## config.mk

```make
export PLATFORM = sky130hd
export DESIGN_NAME = fwd_interlock_unit
export DESIGN_NICKNAME = d
export VERILOG_FILES = /design/src/rtl/fwd_pkg.sv /design/src/rtl/fwd_src_select.sv /design/src/rtl/fwd_load_use_detect.sv /design/src/rtl/fwd_interlock_unit.sv
export SDC_FILE = /design/constraint.sdc
export NUM_CORES = 1
export LEC_CHECK = 0
export ABC_AREA = 1
export BUFFER_PORTS_ARGS = -buffer_cell sky130_fd_sc_hd__buf_2
export CORE_UTILIZATION = 45
export DETAILED_ROUTE_END_ITERATION = 16
export GPL_TIMING_DRIVEN = 0
export PLACE_DENSITY = 0.95
export SLEW_MARGIN = 10
export SYNTH_ARGS = -nofsm -noshare
export SYNTH_HDL_FRONTEND = slang
export SYNTH_SLANG_ARGS = --single-unit
```

## constraint.sdc

```tcl
create_clock -name vclk -period 2.8
set_input_delay 0.7 -clock vclk [all_inputs]
set_output_delay 0.7 -clock vclk [all_outputs]
set_load 0.02 [all_outputs]
```

## src/rtl/fwd_pkg.sv

```systemverilog
package fwd_pkg;
   typedef enum logic [1:0] {
      SRC_REGFILE = 2'd0,
      SRC_ALU_RES = 2'd1,
      SRC_WB_VAL  = 2'd2
   } opnd_src_e;
endpackage

```

## src/rtl/fwd_src_select.sv

```systemverilog
module fwd_src_select
   import fwd_pkg::*;
#(
   parameter int REG_W     = 5,
   parameter bit ZERO_HARD = 1'b1
) (
   input  logic             clk,
   input  logic             rst_n,
   input  logic [REG_W-1:0] src,
   input  logic [REG_W-1:0] mem_dst,
   input  logic             mem_wr,
   input  logic             mem_ld,
   input  logic [REG_W-1:0] wbk_dst,
   input  logic             wbk_wr,
   output opnd_src_e        sel
);
   localparam logic [REG_W-1:0] ZERO_IDX = '0;

   logic src_live;
   logic hit_mem;
   logic hit_wbk;

   generate
      if (ZERO_HARD) begin : g_zero_reg
         assign src_live = (src != ZERO_IDX);
      end else begin : g_no_zero_reg
         assign src_live = 1'b1;
      end
   endgenerate

   assign hit_mem = src_live && mem_wr && !mem_ld && (mem_dst == src);
   assign hit_wbk = src_live && wbk_wr && (wbk_dst == src);

   always_comb begin
      if (hit_mem)      sel = SRC_ALU_RES;
      else if (hit_wbk) sel = SRC_WB_VAL;
      else              sel = SRC_REGFILE;
   end

   assert_zero_reg_R4: assert property (@(posedge clk) disable iff (!rst_n)
      (ZERO_HARD && src == ZERO_IDX) |-> sel == SRC_REGFILE);
   assert_no_load_alu_R8: assert property (@(posedge clk) disable iff (!rst_n)
      (sel == SRC_ALU_RES) |-> (!mem_ld && mem_wr));
   assert_wb_needs_wr_R5: assert property (@(posedge clk) disable iff (!rst_n)
      (sel == SRC_WB_VAL) |-> (wbk_wr && wbk_dst == src));
   assert_legal_code_R9: assert property (@(posedge clk) disable iff (!rst_n)
      sel != 2'd3);
endmodule

```

## src/rtl/fwd_load_use_detect.sv

```systemverilog
module fwd_load_use_detect #(
   parameter int REG_W = 5
) (
   input  logic             clk,
   input  logic             rst_n,
   input  logic [REG_W-1:0] dec_src_a,
   input  logic [REG_W-1:0] dec_src_b,
   input  logic [REG_W-1:0] exe_dst,
   input  logic             exe_wr,
   input  logic             exe_ld,
   output logic             hold,
   output logic             bubble
);
   localparam logic [REG_W-1:0] ZERO_IDX = '0;

   logic ld_live;
   logic dep_a;
   logic dep_b;

   assign ld_live = exe_wr && exe_ld && (exe_dst != ZERO_IDX);
   assign dep_a   = (dec_src_a == exe_dst);
   assign dep_b   = (dec_src_b == exe_dst);
   assign hold    = ld_live && (dep_a || dep_b);
   assign bubble  = hold;

   assert_stall_only_load_R7: assert property (@(posedge clk) disable iff (!rst_n)
      hold |-> (exe_ld && exe_wr && exe_dst != ZERO_IDX));
   assert_stall_bubble_pair_R6: assert property (@(posedge clk) disable iff (!rst_n)
      hold == bubble);
endmodule

```

## src/rtl/fwd_interlock_unit.sv

```systemverilog
module fwd_interlock_unit
   import fwd_pkg::*;
#(
   parameter int REG_W     = 5,
   parameter bit ZERO_HARD = 1'b1
) (
   input  logic             clk,
   input  logic             rst_n,
   input  logic [REG_W-1:0] dec_src_a,
   input  logic [REG_W-1:0] dec_src_b,
   input  logic [REG_W-1:0] exe_src_a,
   input  logic [REG_W-1:0] exe_src_b,
   input  logic [REG_W-1:0] exe_dst,
   input  logic             exe_wr,
   input  logic             exe_ld,
   input  logic [REG_W-1:0] mem_dst,
   input  logic             mem_wr,
   input  logic             mem_ld,
   input  logic [REG_W-1:0] wbk_dst,
   input  logic             wbk_wr,
   output logic [1:0]       opa_sel,
   output logic [1:0]       opb_sel,
   output logic             hold,
   output logic             bubble
);
   localparam int NUM_OPND = 2;

   if (REG_W < 1 || REG_W > 8) begin : g_bad_width
      $error("fwd_interlock_unit: REG_W out of range");
   end

   logic [REG_W-1:0] opnd_src [NUM_OPND];
   opnd_src_e        opnd_sel [NUM_OPND];

   assign opnd_src[0] = exe_src_a;
   assign opnd_src[1] = exe_src_b;

   for (genvar i = 0; i < NUM_OPND; i++) begin : g_opnd
      fwd_src_select #(.REG_W(REG_W), .ZERO_HARD(ZERO_HARD)) u_sel (
         .clk     (clk),
         .rst_n   (rst_n),
         .src     (opnd_src[i]),
         .mem_dst (mem_dst),
         .mem_wr  (mem_wr),
         .mem_ld  (mem_ld),
         .wbk_dst (wbk_dst),
         .wbk_wr  (wbk_wr),
         .sel     (opnd_sel[i])
      );
   end

   assign opa_sel = opnd_sel[0];
   assign opb_sel = opnd_sel[1];

   fwd_load_use_detect #(.REG_W(REG_W)) u_ldu (
      .clk       (clk),
      .rst_n     (rst_n),
      .dec_src_a (dec_src_a),
      .dec_src_b (dec_src_b),
      .exe_dst   (exe_dst),
      .exe_wr    (exe_wr),
      .exe_ld    (exe_ld),
      .hold      (hold),
      .bubble    (bubble)
   );

   assert_younger_wins_R3: assert property (@(posedge clk) disable iff (!rst_n)
      (mem_wr && !mem_ld && mem_dst == exe_src_a && exe_src_a != '0) |-> opa_sel == 2'd1);
   assert_fwd_alu_R1: assert property (@(posedge clk) disable iff (!rst_n)
      (opb_sel == 2'd1) |-> (mem_dst == exe_src_b && exe_src_b != '0));
endmodule

```

==> flow_metrics.py <==
metrics = {
    "status": {
        "status": "finished clean",
    },
    "place": {
        "dp_hpwl_mm": 1.37,
        "gp_congestion": 0.779,
        "port_buffers": 46,
        "pre_cts_ws_ns": 0.511,
    },
    "yosys": {
        "ys_types": 19,
        "yosys_warnings": 0,
        "synthTopCellsByCount": "41 x nand2_1, 19 x inv_1, 15 x nor2_1, 8 x nand3_1, 8 x xnor2_1",
        "synthesis.area_sq_um": 593,
        "synth_top_area_cell": "nand2_1",
        "netlist.area_leader.share": 0.259,
        "syn_inst": 123,
        "yosysMostFrequentCell": "nand2_1",
        "ys_top_cells_by_area": "nand2_1 26%, inv_1 12%, xnor2_1 12%, nor2_1 9.5%, nand3_1 6.8%",
        "yosysSeqAreaShare": 0,
        "syn_nets": 165,
        "synth.avg_cell_area_sq_um": 4.82,
    },
    "setup_path": {
        "end_kind": "primary output",
        "required_ns": 2.10,
        "crit_type": "input port to primary output",
        "crit_fanout": 4,
        "start_kind": "input port",
        "worst_ep_arrival_time_ns": 1.61,
    },
    "grt": {
        "first_global_vias": 700,
        "grt_max_degree": 5,
        "antenna_found_initial": 0,
        "grt-ovfl-total": 0,
        "grt_pass1_wl_mm": 2.43,
        "track_usage": 0.220,
    },
    "layout": {
        "final.fill_count": 110,
        "drive_gt1_frac": 0.367,
        "area_growth_pct": 41.8,
        "numSequentialCells": 0,
        "antenna_cells": 0,
        "register_area_sq_um": 0,
        "fin_nets": 213,
        "n_clock_buffer": 0,
        "multi_input_area_sq_um": 477,
        "final_util": 0.718,
    },
    "power": {
        "p_per_area_nw_per_um2": 129,
        "clkPwrFrac": 0,
        "p_seq_frac": 0,
        "switching_power_mw": 0.0577,
        "swShare": 0.532,
        "p_leak_nw": 0.539,
        "ir_worst_vdd_uv": 67.4,
        "p_int_mw": 0.0507,
        "combPwrFrac": 1.000,
    },
    "hold_path": {
        "hold_class": "input port to primary output",
    },
    "routing": {
        "wl_met2_microns": 695,
        "drt-met1-wl_microns": 668,
        "drt_iter0_drc": 19,
        "drc": 0,
        "wl_met3_microns": 122,
        "topRoutingLayerUsed": "met3",
        "vias": 876,
        "wirelength_mm": 1.49,
        "ant_nets": 0,
        "vias_per_cell": 4.79,
        "firstDrtPassIters": 4,
        "wl_per_cell_microns": 8.12,
    },
    "clock_tree": {
        "hold_buffers": 0,
        "cts_setup_buffers": 0,
        "cts_resized": 0,
    },
    "timing": {
        "setup_viol": 0,
        "setup_tns_ns": 0,
        "slew_viol_final": 0,
        "fin_crit_sh": 0.824,
        "rsz0062_at_grt": "no",
        "worst_pin_slew_ns": 0.223,
        "maxSlewHeadroom": 0.850,
        "fin_ws_ns": 0.493,
        "fin_crit_ns": 2.31,
        "hold_viol": 0,
        "hold_ws_ns": 1.77,
        "clock.fmax_ghz": 0.434,
    },
    "job": {
        "drv_cap": 0,
    },
    "die": {
        "row_count": 12,
        "die_y_microns": 38.3,
        "die_x_microns": 38.3,
        "core_area_sq_um": 1170,
        "pin_count": 48,
        "dieArea_sq_um": 1470,
        "start_util": 0.506,
    },
}
cell usage in the layout, fill, tap and decap left out, drive strengths merged:
cell type	n
buf	49
nand2	42
inv	25
nor2	19
nand3	9
xnor2	8
o21ai	6
xor2	4
nand4	2
nor3	2
or2	1
o211ai	1
a21oi	1
worst paths after layout:
| path | slack, ns | start | endpoint | cells past startpoint |
|---|---|---|---|---|
| hold / removal | 1.77 | exe_ld | bubble | 4 |
| setup / recovery | 0.49 | exe_dst[2] | hold | 9 |
per-layer routing:
layer	vias up	global-route usage
li1	460	-
met1	372	0.288
met2	44	0.419
met3	0	0
met4	0	0
met5	-	0
final cells by class:
| type | count | share of cell area |
|---|---|---|
| buffer | 3 | 0.0268 |
| inverter | 25 | 0.112 |
| multi-input combinational | 95 | 0.567 |
| tap | 14 | 0.0208 |
| timing repair buffer | 46 | 0.274 |
worst max-delay path, stage by stage:
cell and delay, ns:
buf_2 0.12, inv_2 0.04, nand2_1 0.05, nand2_1 0.05, nor2_1 0.11, nand3_1 0.10, a21oi_2 0.16, buf_4 0.11
buf_2 0.15
power groups by stage:
stage	Combinational, mW	Sequential, mW	Clock, mW
after floorplan	0.0588	0	0
after global placement	0.105	0	0
after detailed placement	0.108	0	0
after CTS	0.109	0	0
after global routing	0.122	0	0
final	0.108	0	0
cell families after synthesis:
group,count (synthesis),synth area share
simple gates,75,0.549
compound gates,8,0.0781
buf+inv,28,0.196
xor+xnor,12,0.177
stage by stage:
| stage | power, mW | cells | area [sq um] |
|---|---|---|---|
| final | 0.108 | 183 | 841 |
| after global routing | 0.122 | 183 | 841 |
| after CTS | 0.109 | 183 | 841 |
| after detailed placement | 0.108 | 183 | 841 |
| after global placement | 0.105 | 183 | 841 |
| after floorplan | 0.0588 | 123 | 593 |
No activity file was read; power rests on OpenSTA's default activity.
